==> config.mk <==
export PLATFORM = sky130hd
export DESIGN_NAME = memerr_irq_ctrl
export DESIGN_NICKNAME = d
export VERILOG_FILES = /design/src/rtl/memerr_pkg.sv /design/src/rtl/memerr_capture.sv /design/src/rtl/memerr_irq.sv /design/src/rtl/memerr_regif.sv /design/src/rtl/memerr_irq_ctrl.sv
export SDC_FILE = /design/constraint.sdc
export NUM_CORES = 1
export LEC_CHECK = 0
export CAP_MARGIN = 20
export CORE_MARGIN = 4
export CORE_UTILIZATION = 35
export CTS_CLUSTER_SIZE = 28
export DETAILED_ROUTE_END_ITERATION = 12
export DONT_BUFFER_PORTS = 1
export GPL_TIMING_DRIVEN = 0
export PLACE_DENSITY_LB_ADDON = 0.2
export SLEW_MARGIN = 5
export SYNTH_ARGS = -nofsm -noshare
export SYNTH_HDL_FRONTEND = slang
export SYNTH_SLANG_ARGS = --single-unit
==> constraint.sdc <==
create_clock -name clk -period 4.5 [get_ports clk]
set_input_delay 0.675 -clock clk [delete_from_list [all_inputs] [get_ports clk]]
set_output_delay 0.675 -clock clk [all_outputs]
set_load 0.005 [all_outputs]
==> src/rtl/memerr_pkg.sv <==
package memerr_pkg;
  localparam int NCLS       = 2;   // index 0 = correctable, 1 = uncorrectable
  localparam int IRQ_LSB    = 6;   // status/mask bits 7:6
  localparam int DWORDS_MAX = 4;   // data slots per capture bank

  localparam logic [7:0] OFF_ERRCTL = 8'h00;
  localparam logic [7:0] OFF_STS    = 8'h04;
  localparam logic [7:0] OFF_MSK    = 8'h08;
  localparam logic [7:0] OFF_IEN    = 8'h0C;
  localparam logic [7:0] OFF_IDS    = 8'h10;
  localparam logic [7:0] OFF_ECC    = 8'h14;

  typedef enum int {CLS_CE = 0, CLS_UE = 1} err_cls_e;

  // Start offset of a capture bank: address, then data words, then syndrome.
  function automatic logic [7:0] bank_base(int cls);
    return (cls == CLS_UE) ? 8'h34 : 8'h1C;
  endfunction

  function automatic logic [7:0] bank_data_off(int cls, int w);
    return bank_base(cls) + 8'(4 + 4 * w);
  endfunction

  function automatic logic [7:0] bank_syn_off(int cls);
    return bank_base(cls) + 8'(4 + 4 * DWORDS_MAX);
  endfunction

  // Sticky status: a set from hardware outranks a clear from software.
  function automatic logic [NCLS-1:0] sts_next(logic [NCLS-1:0] cur,
                                               logic [NCLS-1:0] set,
                                               logic [NCLS-1:0] clr);
    return set | (cur & ~clr);
  endfunction

  function automatic logic [NCLS-1:0] msk_next(logic [NCLS-1:0] cur,
                                               logic [NCLS-1:0] unmask,
                                               logic [NCLS-1:0] domask);
    return (cur & ~unmask) | domask;
  endfunction

  function automatic logic irq_of(logic [NCLS-1:0] sts, logic [NCLS-1:0] msk);
    return |(sts & ~msk);
  endfunction

  function automatic logic [31:0] word_of(logic [DWORDS_MAX*32-1:0] d, int w);
    return d[w*32 +: 32];
  endfunction
endpackage

==> src/rtl/memerr_capture.sv <==
module memerr_capture #(
  parameter int AW = 18,
  parameter int DW = 64,
  parameter int SW = 8
) (
  input  logic          clk,
  input  logic          rst_n,
  input  logic          load,
  input  logic [AW-1:0] in_addr,
  input  logic [DW-1:0] in_data,
  input  logic [SW-1:0] in_syn,
  output logic [AW-1:0] q_addr,
  output logic [DW-1:0] q_data,
  output logic [SW-1:0] q_syn
);
  always_ff @(posedge clk) begin
    if (!rst_n) begin
      q_addr <= '0;
      q_data <= '0;
      q_syn  <= '0;
    end else if (load) begin
      q_addr <= in_addr;
      q_data <= in_data;
      q_syn  <= in_syn;
    end
  end
endmodule

==> src/rtl/memerr_irq.sv <==
module memerr_irq
  import memerr_pkg::*;
(
  input  logic            clk,
  input  logic            rst_n,
  input  logic            ecc_en,
  input  logic [NCLS-1:0] evt,
  input  logic [NCLS-1:0] clr,
  input  logic [NCLS-1:0] unmask,
  input  logic [NCLS-1:0] domask,
  output logic [NCLS-1:0] sts_q,
  output logic [NCLS-1:0] msk_q,
  output logic [NCLS-1:0] load,
  output logic            irq
);
  logic [NCLS-1:0] hit;

  assign hit  = evt & {NCLS{ecc_en}};
  assign load = hit & ~sts_q;
  assign irq  = irq_of(sts_q, msk_q);

  always_ff @(posedge clk) begin
    if (!rst_n) begin
      sts_q <= '0;
      msk_q <= '1;
    end else begin
      sts_q <= sts_next(sts_q, hit, clr);
      msk_q <= msk_next(msk_q, unmask, domask);
    end
  end
endmodule

==> src/rtl/memerr_regif.sv <==
module memerr_regif
  import memerr_pkg::*;
#(
  parameter int AW = 18,
  parameter int DW = 64,
  parameter int SW = 8
) (
  input  logic                      clk,
  input  logic                      rst_n,
  input  logic                      wr_en,
  input  logic [7:0]                addr,
  input  logic [31:0]               wdata,
  output logic [31:0]               rdata,
  input  logic [NCLS-1:0]           sts_q,
  input  logic [NCLS-1:0]           msk_q,
  input  logic [NCLS-1:0][AW-1:0]   cap_addr,
  input  logic [NCLS-1:0][DW-1:0]   cap_data,
  input  logic [NCLS-1:0][SW-1:0]   cap_syn,
  output logic [NCLS-1:0]           clr,
  output logic [NCLS-1:0]           unmask,
  output logic [NCLS-1:0]           domask,
  output logic                      ecc_en
);
  logic [31:0] errctl_q;
  logic [NCLS-1:0] wbits;

  assign wbits  = wdata[IRQ_LSB +: NCLS];
  assign clr    = (wr_en && addr == OFF_STS) ? wbits : '0;
  assign unmask = (wr_en && addr == OFF_IEN) ? wbits : '0;
  assign domask = (wr_en && addr == OFF_IDS) ? wbits : '0;

  always_ff @(posedge clk) begin
    if (!rst_n) begin
      errctl_q <= '0;
      ecc_en   <= 1'b0;
    end else if (wr_en) begin
      if (addr == OFF_ERRCTL) errctl_q <= wdata;
      if (addr == OFF_ECC)    ecc_en   <= wdata[0];
    end
  end

  always_comb begin
    logic [DWORDS_MAX*32-1:0] dx;
    rdata = '0;
    dx    = '0;
    case (addr)
      OFF_ERRCTL: rdata = errctl_q;
      OFF_STS:    rdata[IRQ_LSB +: NCLS] = sts_q;
      OFF_MSK:    rdata[IRQ_LSB +: NCLS] = msk_q;
      OFF_ECC:    rdata[0] = ecc_en;
      default: begin
        for (int c = 0; c < NCLS; c++) begin
          dx = '0;
          dx[DW-1:0] = cap_data[c];
          if (addr == bank_base(c)) rdata[AW-1:0] = cap_addr[c];
          if (addr == bank_syn_off(c)) rdata[SW-1:0] = cap_syn[c];
          for (int w = 0; w < DWORDS_MAX; w++) begin
            if (addr == bank_data_off(c, w)) rdata = word_of(dx, w);
          end
        end
      end
    endcase
  end
endmodule

==> src/rtl/memerr_irq_ctrl.sv <==
module memerr_irq_ctrl
  import memerr_pkg::*;
#(
  parameter int AW = 18,
  parameter int DW = 64,
  parameter int SW = 8
) (
  input  logic          clk,
  input  logic          rst_n,
  input  logic          reg_wr_en,
  input  logic [7:0]    reg_addr,
  input  logic [31:0]   reg_wdata,
  output logic [31:0]   reg_rdata,
  input  logic          ce_evt,
  input  logic          ue_evt,
  input  logic [AW-1:0] err_addr,
  input  logic [DW-1:0] err_data,
  input  logic [SW-1:0] err_syn,
  output logic          irq
);
  logic [NCLS-1:0]         evt;
  logic [NCLS-1:0]         load;
  logic [NCLS-1:0]         sts_q;
  logic [NCLS-1:0]         msk_q;
  logic [NCLS-1:0]         clr;
  logic [NCLS-1:0]         unmask;
  logic [NCLS-1:0]         domask;
  logic                    ecc_en;
  logic [NCLS-1:0][AW-1:0] cap_addr;
  logic [NCLS-1:0][DW-1:0] cap_data;
  logic [NCLS-1:0][SW-1:0] cap_syn;

  assign evt[CLS_CE] = ce_evt;
  assign evt[CLS_UE] = ue_evt;

  memerr_irq u_irq (
    .clk    (clk),
    .rst_n  (rst_n),
    .ecc_en (ecc_en),
    .evt    (evt),
    .clr    (clr),
    .unmask (unmask),
    .domask (domask),
    .sts_q  (sts_q),
    .msk_q  (msk_q),
    .load   (load),
    .irq    (irq)
  );

  for (genvar c = 0; c < NCLS; c++) begin : g_bank
    memerr_capture #(.AW(AW), .DW(DW), .SW(SW)) u_bank (
      .clk     (clk),
      .rst_n   (rst_n),
      .load    (load[c]),
      .in_addr (err_addr),
      .in_data (err_data),
      .in_syn  (err_syn),
      .q_addr  (cap_addr[c]),
      .q_data  (cap_data[c]),
      .q_syn   (cap_syn[c])
    );
  end

  memerr_regif #(.AW(AW), .DW(DW), .SW(SW)) u_regif (
    .clk      (clk),
    .rst_n    (rst_n),
    .wr_en    (reg_wr_en),
    .addr     (reg_addr),
    .wdata    (reg_wdata),
    .rdata    (reg_rdata),
    .sts_q    (sts_q),
    .msk_q    (msk_q),
    .cap_addr (cap_addr),
    .cap_data (cap_data),
    .cap_syn  (cap_syn),
    .clr      (clr),
    .unmask   (unmask),
    .domask   (domask),
    .ecc_en   (ecc_en)
  );
endmodule

==> results.md, run 1 <==
- Port bufs: 0
- Worst-Margin Slew: 1.21 ns
- Cell area after layout: 10600 um^2
- Antenna violations before repair: 0
- Sequential fraction of design power: 46.1%
- Count of cell types in the netlist: 50
- WS Path Type: input pin to primary output
- DR top layer: met4
- Switch share: 22.7%
- Req. time, crit path: 3.83 ns
- Hold Crit Class: input pin to flop
- Synthesized instance count: 1279
- Fin Hold WS: 0.261 ns
- CP Cell Sequence: clkbuf_1, or3b_2, nor3_1, clkbuf_1, a22oi_1, nand3_1
- Largest net degree at the start of global routing: 14
- Vias in the first global route: 8789
- Switching pwr: 0.944 mW
- CTS Hold Buffers Added: 0
- Final core occ: 40.7%
- CTS Root Cell: clkbuf_16
- FP Rows: 59
- Vias per std cell: 5.57
- MaxCap Viol Count: 0
- Register area share after synthesis: 46.5%
- Slowest stage cell, crit path: nor3_1
- Clk pwr share: 50.9%
- Die area: 29400 um^2
- Footprint of the multi-input gates: 4540 um^2
- Fin crit share: 83.1%
- Gate power share: 3.0%
- Layout cells sized above 1: 5.43%
- Fin Clk Skew: 0.0212 ns
- Global-route wire length before repair: 53.4 mm
- CP Max Fanout: 10
- Fmax achieved: 268 MHz
- Met3 Wirelength: 3.94 mm
- TritonCTS clock tree: built
- Syn Area/Cell: 7.30 um^2
- Chip height: 171 um
- Max IR drop VDD: 224 uV
- Leak pwr: 3.42 nW
- Critical path buffers and inverters: 2
- Fraction of registers with async set/reset: 0%
- Clock sink count: 217
- Hold path depth: 2
- Pint: 3.22 mW
- Register-to-Register Path Depth: 6
- Post-DRT Antenna Nets: 0
- 1st-iter DRT viols: 742
- Gpl congestion: 0.918
- Vias: 9251
- Outcome: complete, no violations
- Area delta synth->final: 13.9%
- Starting Density: 35.7%
- Core Box Area: 26100 um^2
- Fin crit period: 3.74 ns
- Post-Syn Nets: 1414
- CP Capture Type: primary output
- Most common cell after layout, fill and taps aside: nand2_1
- Clk slew on worst S/H paths: 0.06 ns
- Critical path's top delay family: simple AND/OR/NAND/NOR gates
- Max incr delay on CP: 0.76 ns
- #FFs+latches synth: 217
- Count of final setup violators: 0
- H-tree depth: 1
- Router iterations before antenna repair: 5
- Startpoint types: input pin
- Max Slew Vio Count: 0
- Total Power: 4.17 mW
- Placed cell areas: 9760 um^2
- Die width: 171 um
- Clock latency at the later pin of the worst-skew pair: 0.54 ns
- Routed WL per cell: 21.9 um
- Commonest cells after routing, fill and taps aside: nand2_1, a21oi_1, dfxtp_1
- Total track usage: 23.9%
- Top_reg_cell synth: dfxtp_1
- Met2 routed WL: 16.2 mm
- Antenna cell count: 0
- Post-CTS Setup Repair Bufs: 0
- CP most frequent cell: clkbuf_1
- Buffer levels on the longest clock path: 3
- Total Routed Length: 36.4 mm
- Wire length on met1: 15.1 mm
- WP data arrival: 3.06 ns
- Sequential cell area: 4340 um^2
- HPWL after detailed placement: 27.7 mm
- Syn. warnings: 0
- Crit path depth: 6
- Layout filler cell count: 2824
- Total count of hold-check failures in the final report: 0
- I/O Pins: 168
- RSZ-0062 raised after global routing: no
- DRC violations left: 0
- EDFF count, synth: 0
- Rel. slew slack: 19.1%
- Final setup TNS: 0 ns
- GRT Residual Overflow: 0
- Nets: 1442
- Synthesized cell area: 9340 um^2
- PD cells: 392 nW/um^2
- Post-CTS sizing: 0
- Cts bufs inserted: 26
per-stage QoR:
| step | instances | setup slack (ns) |
|---|---|---|
| after detailed placement | 1614 | 0.800 |
| after CTS | 1662 | 0.808 |
| after floorplan | 1279 | 1.67 |
| final | 1662 | 0.762 |
| after global placement | 1614 | 0.828 |
| after global routing | 1662 | 0.665 |
kinds of logic (layout without fill, tap and decap cells):
family,after synthesis,in the layout,synth area share [%]
buffers and inverters,109,157,4.81
DFF,217,217,46.5
and+or+nand+nor,578,578,25.5
AOI/OAI and AO/OA,374,374,23.1
muxes,1,1,0.107
flip-flops by register name (all words and copies together), names as in the netlist:
signal,cells
g_bank.u_bank.q_addr,36
g_bank.u_bank.q_data,128
g_bank.u_bank.q_syn,16
u_irq.msk_q,2
u_irq.sts_q,2
u_regif.ecc_en,1
u_regif.errctl_q,32
power by group through the flow:
stage / registers (mW) / logic (mW) / clock network [mW]
after floorplan: 1.96 / 0.0786 / 0
after global placement: 1.97 / 0.121 / 0
after detailed placement: 1.97 / 0.121 / 0
after CTS: 1.92 / 0.122 / 2.15
after global routing: 1.92 / 0.133 / 2.24
final: 1.92 / 0.124 / 2.12
final cells by class:
class	count	area share [%]
multi-input combinational	953	42.7
buffer	102	3.98
sequential	217	40.9
tap	335	3.94
inverter	7	0.247
clock inverter	7	0.730
clock buffer	41	7.50
synthesized netlist by cell type, drive strengths merged (6+ instances only):
library cell | number | area share (%)
a211o | 6 | 0.56
a21oi | 248 | 13
a221o | 9 | 0.96
a222oi | 6 | 0.64
a22o | 10 | 0.94
a22oi | 25 | 2.0
a2bb2oi | 6 | 0.56
buf | 20 | 1.2
clkbuf | 82 | 3.3
dfxtp | 217 | 47
inv | 7 | 0.28
nand2 | 470 | 19
nand3 | 20 | 1.1
nor2 | 43 | 1.7
nor4 | 10 | 0.83
o21ai | 45 | 2.4
o2bb2ai | 6 | 0.56
worst register-to-register path, stage by stage (launching register included):
cell and delay (ns):
dfxtp_1 0.31, clkbuf_1 0.23, nand2_1 0.11, nor2_1 0.73, clkbuf_1 0.54, nand2_1 0.13, a21oi_1 0.15
per-layer routing:
layer  up-vias  GRT usage, %
met2       381          37.5
li1       4399             -
met5         -             0
met3        76          7.88
met4         0          7.65
met1      4395          31.2
path summary, 6_finish.rpt:
path / from / endpoint / slack [ns]
min reg2reg: g_bank[0].u_bank.q_data[37] / g_bank[0].u_bank.q_data[37] / 0.45
max reg2reg: u_regif.ecc_en / g_bank[1].u_bank.q_syn[0] / 2.19
max: reg_addr[0] / reg_rdata[18] / 0.76
min: err_data[24] / g_bank[0].u_bank.q_data[24] / 0.26
Note: power is estimated with default switching activity, not from simulation.
==> run 2, diff against run 1 <==
Clock period 4.5 ns to 3.28 ns, I/O delays scaled along.
==> results.md, run 2 (synthesized netlist as in run 1, its figures left out) <==
- Layout filler cell count: 2824 (unchanged)
- Reg-to-reg slack, setup: 1.00 ns (was 2.19 ns)
- Max reg flops: 128 (unchanged)
- Vias in the first global route: 8789 (unchanged)
- Req. time, crit path: 2.79 ns (was 3.83 ns)
- Dpl ws: -0.0541 ns (was 0.800 ns)
- DRC violations left: 0 (unchanged)
- Cts bufs inserted: 26 (unchanged)
- WS Path Type: input pin to primary output (unchanged)
- CTS Root Cell: clkbuf_16 (unchanged)
- Most common cell after layout, fill and taps aside: nand2_1 (unchanged)
- Worst hold path endpoint: g_bank[1].u_bank.q_data[38] (was g_bank[0].u_bank.q_data[24])
- GRT Residual Overflow: 0 (unchanged)
- RSZ-0062 raised after global routing: no (unchanged)
- MaxCap Viol Count: 0 (unchanged)
- Critical R2R Capture: g_bank[1].u_bank.q_syn[0] (unchanged)
- Hold path start: err_data[38] (was err_data[24])
- Clk slew on worst S/H paths: 0.06 ns (about the same)
- Post-DRT Antenna Nets: 0 (unchanged)
- Worst-Margin Slew: 1.16 ns (was 1.21 ns)
- Vias: 9185 (was 9251)
- FP Rows: 59 (unchanged)
- Largest net degree at the start of global routing: 14 (unchanged)
- CP Cell Sequence: clkbuf_1, or3b_2, clkbuf_1, nor3_2, nand2_1, a311oi_1, o21ai_1 (was clkbuf_1, or3b_2, nor3_1, clkbuf_1, a22oi_1, nand3_1)
- Total count of hold-check failures in the final report: 0 (unchanged)
- Total Routed Length: 36.3 mm (was 36.4 mm)
- Max incr delay on CP: 0.52 ns (was 0.76 ns)
- Max IR drop VDD: 309 uV (was 224 uV)
- Routed WL per cell: 21.8 um (was 21.9 um)
- Area delta synth->final: 14.0% (was 13.9%)
- Antenna cell count: 0 (unchanged)
- Die width: 171 um (unchanged)
- Final setup TNS: 0 ns (unchanged)
- Vias per std cell: 5.52 (was 5.57)
- WP data arrival: 2.65 ns (was 3.06 ns)
- Fin Clk Skew: 0.0201 ns (was 0.0212 ns)
- Count of final setup violators: 0 (unchanged)
- CP most frequent cell: clkbuf_1 (unchanged)
- Fin crit share: 95.9%
- Router iterations before antenna repair: 5 (unchanged)
- CP Capture Type: primary output (unchanged)
- Clock latency at the later pin of the worst-skew pair: 0.54 ns (about the same)
- Startpoint types: input pin (unchanged)
- Outcome: complete, no violations (unchanged)
- Leak pwr: 3.43 nW (was 3.42 nW)
- Rel. slew slack: 22.5% (was 19.1%)
- Layout cells sized above 1: 5.80% (was 5.43%)
- Fin crit period: 3.15 ns
- Layout Cells excl Fill: 1663 (was 1662)
- Commonest cells after routing, fill and taps aside: nand2_1, a21oi_1, dfxtp_1 (unchanged)
- Setup slack after layout: 0.133 ns (was 0.762 ns)
- TritonCTS clock tree: built (unchanged)
- H-tree depth: 1 (unchanged)
- Core Box Area: 26100 um^2 (unchanged)
- Buffer levels on the longest clock path: 3 (unchanged)
- Slowest stage cell, crit path: or3b_2 (was nor3_1)
- Final core occ: 40.7% (about the same)
- Nets: 1443 (was 1442)
- Antenna violations before repair: 0 (unchanged)
- PD cells: 536 nW/um^2 (was 392 nW/um^2)
- Gpl congestion: 0.918 (unchanged)
- Starting Density: 35.7% (unchanged)
- Hold path depth: 2 (unchanged)
- Port bufs: 0 (unchanged)
- Total track usage: 23.9% (unchanged)
- Total Power: 5.71 mW (was 4.17 mW)
- Cell total after placement: 1614 (unchanged)
- Die area: 29400 um^2 (unchanged)
- Clock sink count: 217 (unchanged)
- I/O Pins: 168 (unchanged)
- Max Slew Vio Count: 0 (unchanged)
- 1st-iter DRT viols: 743 (was 742)
- Reg with most FFs: g_bank.u_bank.q_data (unchanged)
- Worst r2r src: u_regif.ecc_en (unchanged)
- Top Registers: g_bank.u_bank.q_data (128), g_bank.u_bank.q_addr (36), u_regif.errctl_q (32) (unchanged)
- Global-route wire length before repair: 53.4 mm (unchanged)
- HPWL after detailed placement: 27.7 mm (unchanged)
- Chip height: 171 um (unchanged)
- Hold Crit Class: input pin to flop (unchanged)
- CP Max Fanout: 10 (unchanged)
- Register-to-Register Path Depth: 6 (unchanged)
- Fmax achieved: 318 MHz
- CTS Hold Buffers Added: 0 (unchanged)
==> run 2: timing repair <==
action / CTS / global route
gates resized for setup: 1 / 6
endpoints found under the setup margin: 8 / 14
setup buffers: 0 / 1
==> run 2: cell type report <==
cell class | instances | area, um^2 | area share, %
Multi-Input combinational cell | 953 | 4550 | 42.7
Sequential cell | 217 | 4340 | 40.8
Clock buffer | 41 | 797 | 7.49
Buffer | 102 | 427 | 4.01
Tap cell | 335 | 419 | 3.94
Clock inverter | 7 | 77.6 | 0.729
Inverter | 7 | 26.3 | 0.247
Timing Repair Buffer | 1 | 7.51 | 0.0705
==> run 2: report_power, final <==
group          total [mW]  internal (mW)  switching [mW]
Clock                2.90           1.75            1.16
Combinational       0.171         0.0387           0.132
Sequential           2.64           2.64        0.000887
Total                5.71           4.42            1.29
==> run 2: how the worst max path moves through the flow <==
stage / startpoint / endpoint / slack [ns] / depth (start not counted)
floorplan: reg_addr[7] / reg_rdata[10] / 0.82 / 7
global route: reg_addr[3] / reg_rdata[7] / 0.04 / 6
CTS: reg_addr[0] / reg_rdata[28] / 0.03 / 7
detailed placement: reg_addr[0] / reg_rdata[18] / -0.05 / 6
finish: reg_addr[0] / reg_rdata[6] / 0.13 / 7
global placement: reg_addr[0] / reg_rdata[18] / -0.03 / 6
==> run 2: worst max-delay path: cells and delay by family <==
family / cells / cell delay [ns]
buf+inv: 2 / 0.50
compound gates: 2 / 0.67
simple gates: 3 / 0.98
==> run 2: per-stage QoR <==
step	cell area [um^2]	hold WS, ns
after floorplan	9340	0.432
after detailed placement	9760	0.444
final	10600	0.0779
after global routing	10600	0.0602
after global placement	9760	0.439
after CTS	10600	0.0615
==> run 2: routing by layer <==
layer | vias to the layer above | global-route usage [%] | part of all wire (%)
met2 | 356 | 37.5 | 44
li1 | 4398 | - | -
met4 | 0 | 7.65 | 3.5
met1 | 4355 | 31.2 | 42
met5 | - | 0 | 0
met3 | 76 | 7.88 | 11
